File: src/rtl/icb_pkg.sv
package icb_pkg;

   // protocol engine states
   typedef enum logic [2:0] {
      ST_IDLE,
      ST_ADDR,
      ST_ADDR_ACK,
      ST_SUB,
      ST_SUB_ACK,
      ST_DATA,
      ST_DATA_ACK,
      ST_SKIP
   } bus_state_t;

   // conditioned view of one bus line
   typedef struct packed {
      logic level;
      logic rise;
      logic fall;
   } line_ev_t;

endpackage

File: src/rtl/icb_line_sync.sv
module icb_line_sync #(
   parameter int STAGES = 2
) (
   input  logic              clk,
   input  logic              rst_n,
   input  logic              line_i,
   output icb_pkg::line_ev_t ev_o
);
   localparam int LAST = STAGES - 1;

   generate
      if (STAGES < 2) begin : g_bad_stages
         $error("icb_line_sync: STAGES must be at least 2");
      end
   endgenerate

   logic [STAGES-1:0] chain_q;
   logic              prev_q;

   // idle bus level is high, so reset to high to avoid false edges
   always_ff @(posedge clk) begin
      if (!rst_n) begin
         chain_q <= {STAGES{1'b1}};
         prev_q  <= 1'b1;
      end else begin
         chain_q <= {chain_q[STAGES-2:0], line_i};
         prev_q  <= chain_q[LAST];
      end
   end

   always_comb begin
      ev_o.level = chain_q[LAST];
      ev_o.rise  = chain_q[LAST] & ~prev_q;
      ev_o.fall  = ~chain_q[LAST] & prev_q;
   end

endmodule

File: src/rtl/icb_proto_engine.sv
module icb_proto_engine #(
   parameter int          PREFIX_W = 4,
   parameter logic [3:0]  PREFIX   = 4'b1001,
   parameter int          SEL_W    = 3,
   parameter int          BYTE_W   = 8,
   parameter int          SUB_W    = 4,
   parameter int          NUM_CH   = 12,
   localparam int         IDX_W    = (NUM_CH > 1) ? $clog2(NUM_CH) : 1
) (
   input  logic              clk,
   input  logic              rst_n,
   input  icb_pkg::line_ev_t scl_ev,
   input  icb_pkg::line_ev_t sda_ev,
   input  logic [SEL_W-1:0]  sel_pins,
   output logic              sda_oe,
   output logic              wr_en,
   output logic [IDX_W-1:0]  wr_idx,
   output logic [BYTE_W-1:0] wr_data
);
   import icb_pkg::*;

   localparam int               ADDR_W   = PREFIX_W + SEL_W;
   localparam int               CNT_W    = $clog2(BYTE_W + 1);
   localparam logic [CNT_W-1:0] FULL_CNT = CNT_W'(BYTE_W);
   localparam logic [SUB_W-1:0] TOP_SEL  = SUB_W'(NUM_CH);

   generate
      if (ADDR_W + 1 != BYTE_W) begin : g_bad_addr
         $error("icb_proto_engine: address plus direction bit must fill one byte");
      end
      if (SUB_W > BYTE_W) begin : g_bad_sub
         $error("icb_proto_engine: selector field wider than a byte");
      end
      if (NUM_CH >= (1 << SUB_W)) begin : g_bad_ch
         $error("icb_proto_engine: selector field too narrow for channel count");
      end
   endgenerate

   bus_state_t          state_q;
   logic [BYTE_W-1:0]   shreg_q;
   logic [CNT_W-1:0]    bitcnt_q;
   logic [SUB_W-1:0]    sub_q;
   logic [BYTE_W-1:0]   data_q;

   logic start_c, stop_c, byte_end_c, addr_ok_c, is_read_c, sub_valid_c;

   // line conditions: SDA moves while SCL stays high
   assign start_c    = scl_ev.level & ~scl_ev.rise & sda_ev.fall;
   assign stop_c     = scl_ev.level & ~scl_ev.rise & sda_ev.rise;
   assign byte_end_c = scl_ev.fall & (bitcnt_q == FULL_CNT);

   // address byte layout: prefix, strap bits, direction
   assign addr_ok_c  = (shreg_q[BYTE_W-1 -: PREFIX_W] == PREFIX[PREFIX_W-1:0]) &&
                       (shreg_q[SEL_W:1] == sel_pins);
   assign is_read_c  = shreg_q[0];
   assign sub_valid_c = (sub_q != '0) && (sub_q <= TOP_SEL);

   always_ff @(posedge clk) begin
      if (!rst_n) begin
         state_q  <= ST_IDLE;
         shreg_q  <= '0;
         bitcnt_q <= '0;
         sub_q    <= '0;
         data_q   <= '0;
         sda_oe   <= 1'b0;
         wr_en    <= 1'b0;
         wr_idx   <= '0;
         wr_data  <= '0;
      end else begin
         wr_en <= 1'b0;
         if (start_c) begin
            state_q  <= ST_ADDR;
            bitcnt_q <= '0;
            sda_oe   <= 1'b0;
         end else if (stop_c) begin
            state_q  <= ST_IDLE;
            bitcnt_q <= '0;
            sda_oe   <= 1'b0;
         end else begin
            case (state_q)
               ST_ADDR, ST_SUB, ST_DATA: begin
                  if (scl_ev.rise && bitcnt_q != FULL_CNT) begin
                     shreg_q  <= {shreg_q[BYTE_W-2:0], sda_ev.level};
                     bitcnt_q <= bitcnt_q + 1'b1;
                  end else if (byte_end_c) begin
                     bitcnt_q <= '0;
                     if (state_q == ST_ADDR) begin
                        if (addr_ok_c && !is_read_c) begin
                           state_q <= ST_ADDR_ACK;
                           sda_oe  <= 1'b1;
                        end else begin
                           state_q <= ST_SKIP;
                        end
                     end else if (state_q == ST_SUB) begin
                        sub_q   <= shreg_q[SUB_W-1:0];
                        state_q <= ST_SUB_ACK;
                        sda_oe  <= 1'b1;
                     end else begin
                        data_q  <= shreg_q;
                        state_q <= ST_DATA_ACK;
                        sda_oe  <= 1'b1;
                     end
                  end
               end
               ST_ADDR_ACK: begin
                  if (scl_ev.fall) begin
                     sda_oe  <= 1'b0;
                     state_q <= ST_SUB;
                  end
               end
               ST_SUB_ACK: begin
                  if (scl_ev.fall) begin
                     sda_oe  <= 1'b0;
                     state_q <= ST_DATA;
                  end
               end
               ST_DATA_ACK: begin
                  if (scl_ev.fall) begin
                     sda_oe  <= 1'b0;
                     state_q <= ST_SKIP;
                     wr_en   <= sub_valid_c;
                     wr_idx  <= IDX_W'(sub_q - SUB_W'(1));
                     wr_data <= data_q;
                  end
               end
               default: begin
                  sda_oe <= 1'b0;
               end
            endcase
         end
      end
   end

   // acknowledge drive ends at the falling edge closing the ninth pulse
   p_ack_release_r7: assert property (@(posedge clk) disable iff (!rst_n)
      (sda_oe && scl_ev.fall && !start_c && !stop_c) |=> !sda_oe);

   // acknowledge only driven from an acknowledge state
   p_ack_state_r7: assert property (@(posedge clk) disable iff (!rst_n)
      sda_oe |-> (state_q == ST_ADDR_ACK || state_q == ST_SUB_ACK ||
                  state_q == ST_DATA_ACK));

   // a read request never gets an acknowledge
   p_no_read_ack_r3: assert property (@(posedge clk) disable iff (!rst_n)
      (state_q == ST_ADDR && byte_end_c && is_read_c && !start_c && !stop_c)
      |=> !sda_oe);

   // a start condition always restarts address reception
   p_restart_r9: assert property (@(posedge clk) disable iff (!rst_n)
      start_c |=> (state_q == ST_ADDR && bitcnt_q == '0));

   // a stop returns to idle and releases the line
   p_stop_idle_r10: assert property (@(posedge clk) disable iff (!rst_n)
      (stop_c && !start_c) |=> (state_q == ST_IDLE && !sda_oe));

   // a write follows only the code byte acknowledge, never twice in a row
   p_write_origin_r8: assert property (@(posedge clk) disable iff (!rst_n)
      wr_en |-> ($past(state_q) == ST_DATA_ACK));
   p_write_single_r8: assert property (@(posedge clk) disable iff (!rst_n)
      wr_en |=> !wr_en);

endmodule

File: src/rtl/icb_latch_bank.sv
module icb_latch_bank #(
   parameter int  NUM_CH = 12,
   parameter int  CODE_W = 8,
   localparam int IDX_W  = (NUM_CH > 1) ? $clog2(NUM_CH) : 1
) (
   input  logic                     clk,
   input  logic                     rst_n,
   input  logic                     wr_en,
   input  logic [IDX_W-1:0]         wr_idx,
   input  logic [CODE_W-1:0]        wr_data,
   output logic [NUM_CH*CODE_W-1:0] codes,
   output logic [NUM_CH-1:0]        upd
);
   generate
      if (NUM_CH < 1) begin : g_bad_ch
         $error("icb_latch_bank: need at least one channel");
      end
      for (genvar c = 0; c < NUM_CH; c++) begin : g_ch
         logic hit;
         assign hit = wr_en && (wr_idx == IDX_W'(c));
         always_ff @(posedge clk) begin
            if (!rst_n) begin
               codes[c*CODE_W +: CODE_W] <= '0;
               upd[c]                    <= 1'b0;
            end else begin
               upd[c] <= hit;
               if (hit) codes[c*CODE_W +: CODE_W] <= wr_data;
            end
         end
      end
   endgenerate

   // at most one channel pulses at a time
   p_upd_onehot_r8: assert property (@(posedge clk) disable iff (!rst_n)
      $onehot0(upd));

   // the engine never hands an index past the last channel
   p_idx_range_r5: assert property (@(posedge clk) disable iff (!rst_n)
      wr_en |-> (int'(wr_idx) < NUM_CH));

   // registers hold when no write is requested
   p_hold_r6: assert property (@(posedge clk) disable iff (!rst_n)
      !wr_en |=> $stable(codes));

endmodule

File: src/rtl/i2c_code_bank.sv
module i2c_code_bank #(
   parameter int         NUM_CH      = 12,
   parameter int         CODE_W      = 8,
   parameter int         SEL_W       = 3,
   parameter int         SUB_W       = 4,
   parameter int         SYNC_STAGES = 2,
   parameter logic [3:0] PREFIX      = 4'b1001,
   localparam int        PREFIX_W    = CODE_W - 1 - SEL_W,
   localparam int        IDX_W       = (NUM_CH > 1) ? $clog2(NUM_CH) : 1
) (
   input  logic                     clk,
   input  logic                     rst_n,
   input  logic                     scl_i,
   input  logic                     sda_i,
   input  logic [SEL_W-1:0]         cs_i,
   output logic                     sda_oe_o,
   output logic [NUM_CH*CODE_W-1:0] code_o,
   output logic [NUM_CH-1:0]        update_o
);
   import icb_pkg::*;

   generate
      if (PREFIX_W != 4) begin : g_bad_prefix
         $error("i2c_code_bank: fixed prefix must be four bits wide");
      end
   endgenerate

   line_ev_t          scl_ev, sda_ev;
   logic              wr_en;
   logic [IDX_W-1:0]  wr_idx;
   logic [CODE_W-1:0] wr_data;

   icb_line_sync #(.STAGES(SYNC_STAGES)) u_scl_sync (
      .clk(clk), .rst_n(rst_n), .line_i(scl_i), .ev_o(scl_ev));

   icb_line_sync #(.STAGES(SYNC_STAGES)) u_sda_sync (
      .clk(clk), .rst_n(rst_n), .line_i(sda_i), .ev_o(sda_ev));

   icb_proto_engine #(
      .PREFIX_W(4), .PREFIX(PREFIX), .SEL_W(SEL_W), .BYTE_W(CODE_W),
      .SUB_W(SUB_W), .NUM_CH(NUM_CH)
   ) u_engine (
      .clk(clk), .rst_n(rst_n), .scl_ev(scl_ev), .sda_ev(sda_ev),
      .sel_pins(cs_i), .sda_oe(sda_oe_o), .wr_en(wr_en),
      .wr_idx(wr_idx), .wr_data(wr_data));

   icb_latch_bank #(.NUM_CH(NUM_CH), .CODE_W(CODE_W)) u_bank (
      .clk(clk), .rst_n(rst_n), .wr_en(wr_en), .wr_idx(wr_idx),
      .wr_data(wr_data), .codes(code_o), .upd(update_o));

endmodule

File: config.mk
export PLATFORM = sky130hd
export DESIGN_NAME = i2c_code_bank
export DESIGN_NICKNAME = d
export VERILOG_FILES = /design/src/rtl/icb_pkg.sv /design/src/rtl/icb_line_sync.sv /design/src/rtl/icb_proto_engine.sv /design/src/rtl/icb_latch_bank.sv /design/src/rtl/i2c_code_bank.sv
export SDC_FILE = /design/constraint.sdc
export NUM_CORES = 1
export LEC_CHECK = 0
export ABC_CLOCK_PERIOD_IN_PS = 1600
export BUFFER_PORTS_ARGS = -buffer_cell sky130_fd_sc_hd__buf_2
export CAP_MARGIN = 10
export CELL_PAD_IN_SITES_DETAIL_PLACEMENT = 1
export CELL_PAD_IN_SITES_GLOBAL_PLACEMENT = 2
export CORE_AREA = 2 2 127 160
export CTS_CLUSTER_SIZE = 20
export DETAILED_ROUTE_END_ITERATION = 10
export DIE_AREA = 0 0 129 162
export MAX_ROUTING_LAYER = met4
export PLACE_DENSITY = 0.77
export RECOVER_POWER = 100
export SYNTH_ARGS = -nofsm -noshare
export SYNTH_HDL_FRONTEND = slang
export SYNTH_SLANG_ARGS = --single-unit
File: constraint.sdc
create_clock -name clk -period 1.6 [get_ports clk]
set_input_delay 0.32 -clock clk [delete_from_list [all_inputs] [get_ports clk]]
set_output_delay 0.32 -clock clk [all_outputs]
set_load 0.01 [all_outputs]
==> metrics.md <==
| Metric | Value |
|---|---|
| Lkg Pwr | `3.43 nW` |
| Fin Setup TNS | `-0.00269 ns` |
| DR pass1 iterations | `4` |
| Iter 0 DRT Violations | `185` |
| Crit. End Element | `register` |
| Die width | `129 um` |
| # DRC | `0` |
| Leading area contributor after synthesis | `dfxtp_1` |
| Proportion of synthesized area in mux cells | `18.4%` |
| Clk root buf | `clkbuf_16` |
| Compound-Gate Fraction of Synth Area | `4.45%` |
| CP required | `1.91 ns` |
| Startpoint type of the worst setup path | `register` |
| Failing checks | `negative setup slack` |
| FMAX | `0.624 GHz` |
| Xor/xnor share of the synthesized area | `1.07%` |
| Max IR drop VDD | `0.790 mV` |
| DP Worst Slack | `-0.0691 ns` |
| Register area share after synthesis | `54.3%` |
| Post-route clock period utilization | `100%` |
| GRT overflow | `0` |
| Die extent in y | `162 um` |
| Hold Path Class | `input port to register` |
| Mean Syn Cell Area | `9.86 um^2` |
| Post-synthesis net count | `589` |
| Synth Warn # | `0` |
| Status | `finished with violations` |
| Worst EP arrival | `1.91 ns` |
| Relative slew slack | `60.8%` |
| Worst clock skew | `0.00613 ns` |
| GP Congestion | `0.768` |
| Tightest Pin Transition | `0.587 ns` |
| Hold depth | `2` |
| DP HPWL | `11400 um` |
| Vias in the first global route | `4772` |
| Worst setup path class | `register to register` |
| Clk_lat worst skew | `0.43 ns` |
| Share of cells above drive strength 1 | `28.9%` |
| Post-synth EDFFs | `0` |
| # Max-Cap Violations | `0` |
| Tot GR Track Use | `16.5%` |
| Area delta synth->final | `32.1%` |
| CTS clk-pin slew, worst paths | `0.06 ns` |
| Post-DRT Antenna Nets | `0` |
| Asr flop ratio synth | `0%` |
| GR Util met3 | `4.12%` |
| Largest family of logic cells by synthesized area | `multiplexers` |
| CTS max path bufs | `2` |
| Cell Area, Synth | `5710 um^2` |
| Die area | `20900 um^2` |
| CTS HTree Levels | `4` |
| Vias | `4541` |
| Core area | `19300 um^2` |
| GR peak layer | `met2` |
| Hold endpoint | `u_scl_sync.chain_q[0]` |
| DRT Wirelength | `16200 um` |
| Final Hold Fails | `0` |
| Post-Synth Adder-Cell Area | `0.657%` |
| Vias/cell | `4.55` |
| Largest net degree at the start of global routing | `69` |
| Avg WL per Cell | `16.2 um` |
| CTS tree | `done` |
| Clock Sink Count | `155` |
| Reg2Reg Capture Point | `u_bank.codes[24]` |
| Worst flop-to-flop path startpoint | `u_engine.wr_idx[3]` |
| Hold Startpoint | `scl_i` |
| PwrDens | `1110 nW/um^2` |
| Synth top area share | `54.3%` |
| Unrepaired setup endpoints after global routing | `true` |
| GR Util met1 | `17.5%` |
| Commonest non-fill, non-tap cell in the layout | `dfxtp_1` |
| Minimum clock period | `1.60 ns` |
| Top-level I/O count | `116` |
| Final worst slack | `-0.00269 ns` |
| Initial antenna violation count | `0` |
| N_diodes | `0` |
| Final net count | `731` |
| Most frequent cells in the layout | `dfxtp_1 (152), nor2_1 (116), buf_2 (115), mux2i_1 (104)` |
| Reg-to-reg slack, setup | `-0.003 ns` |
| Post-synth top flop | `dfxtp_1` |
| Final Max Slew Viols | `0` |
| Rows | `57` |
| First-pass GRT wire length | `25600 um` |
| Flops & latches, synth | `155` |
| Number of port buffers | `115` |
| Unique masters post-synth | `41` |
| Num CTS Buffers | `17` |
| Synth top area cells | `dfxtp_1 (54%), mux2i_1 (18%), nor2_1 (7.7%)` |
| Post-synthesis simple-gate area fraction | `17.9%` |
| Final setup violation count | `1` |
| Post-Syn Instances | `579` |
| R2R cell count | `6` |
| Largest fanout on the critical path | `5` |
| GR met2 Demand/Resource | `29.1%` |
| Starting Density | `29.5%` |
==> synthesized netlist by cell type (2+ instances only) <==
cell type  instances
mux2i_1          105
o21ai_0           14
dfxtp_1          155
nand3_1           18
o31ai_1            2
buf_2              9
a21boi_0           2
a21oi_1           14
nand3b_1           3
nor3_1            12
xor2_1             4
xnor2_1            3
ha_1               3
or2_2              3
or3_1              5
and4b_1            2
nor2_1           117
clkbuf_1          27
nand2b_1          11
nand2_1           33
inv_1              7
and3_1             2
nand4_1            3
a211oi_1           3
nor2_2             6
==> registers in the layout, indices dropped and copies added, names as in the netlist, 2 cells and up <==
register            cells
u_engine.data_q         8
u_engine.bitcnt_q       4
u_bank.upd             12
u_engine.sub_q          4
u_engine.shreg_q        8
u_scl_sync.chain_q      2
u_engine.wr_idx         4
u_engine.state_q        3
u_sda_sync.chain_q      2
u_bank.codes           96
u_engine.wr_data        8
==> worst max-delay path by stage <==
stage | endpoint | from | slack, ns | cells after the start
2_1_floorplan | u_engine.sub_q[2] | u_engine.bitcnt_q[0] | -0.01 | 5
3_3_place_gp | u_bank.codes[7] | u_engine.wr_idx[2] | 0.004 | 5
3_5_place_dp | u_bank.codes[0] | u_engine.wr_en | -0.07 | 5
4_1_cts | u_bank.codes[0] | u_engine.wr_idx[2] | -0.02 | 5
5_1_grt | u_bank.codes[31] | u_engine.wr_idx[3] | -0.06 | 6
6_report | u_bank.codes[24] | u_engine.wr_idx[3] | -0.003 | 6
==> power breakdown <==
part | internal, mW | switching (mW) | leakage (nW)
Clock | 2.80 | 1.59 | 0.310
Combinational | 0.0485 | 0.0994 | 1.87
Sequential | 3.87 | 0.00662 | 1.25
==> worst max-delay path: stages, from the launching register on <==
cell and delay [ns]:
dfxtp_2 0.33, or3b_4 0.43, buf_6 0.14, nor2_4 0.20, buf_6 0.14, mux2i_1 0.19
nor2_1 0.06
==> metal layers <==
layer	part of all wire [%]	vias to the layer above	wire length [um]
met5	0	-	0
met4	2.2	0	357
met3	3.3	26	531
met2	54	86	8680
met1	41	2206	6600
li1	-	2223	-
==> kinds of logic after synthesis <==
family / after synthesis
adders and majority gates: 3
DFF: 155
xor gates and xnor gates: 7
buffers and inverters: 44
muxes: 105
AOI/OAI and AO/OA: 43
and+or+nand+nor: 222
==> through the flow <==
step	area, um^2	utilization (%)	total power [mW]	std cells	hold WS (ns)
5_1_grt	7550	39.0	8.70	999	0.0593
3_5_place_dp	6840	35.4	4.11	963	0.399
2_1_floorplan	5710	-	4.05	579	0.386
3_3_place_gp	6840	35.4	4.10	963	0.394
4_1_cts	7510	38.9	8.53	998	0.0505
6_report	7550	39.0	8.41	999	0.0715
==> repair_timing <==
| action | in CTS | in global routing |
|---|---|---|
| setup endpoints to repair | 30 | 47 |
| cloned | 0 | 1 |
| hold buffers | 0 | 0 |
| pin swaps | 2 | 5 |
| gates resized for setup | 4 | 14 |
| buffers inserted | 3 | 1 |
==> layout make-up <==
type	instances	area, um^2
Multi-Input combinational cell	380	2450
Clock inverter	12	194
Tap cell	265	332
Inverter	7	28.8
Fill cell	2210	11800
Sequential cell	155	3110
Timing Repair Buffer	160	987
Clock buffer	20	447
Power figures use the tool's default switching activity.
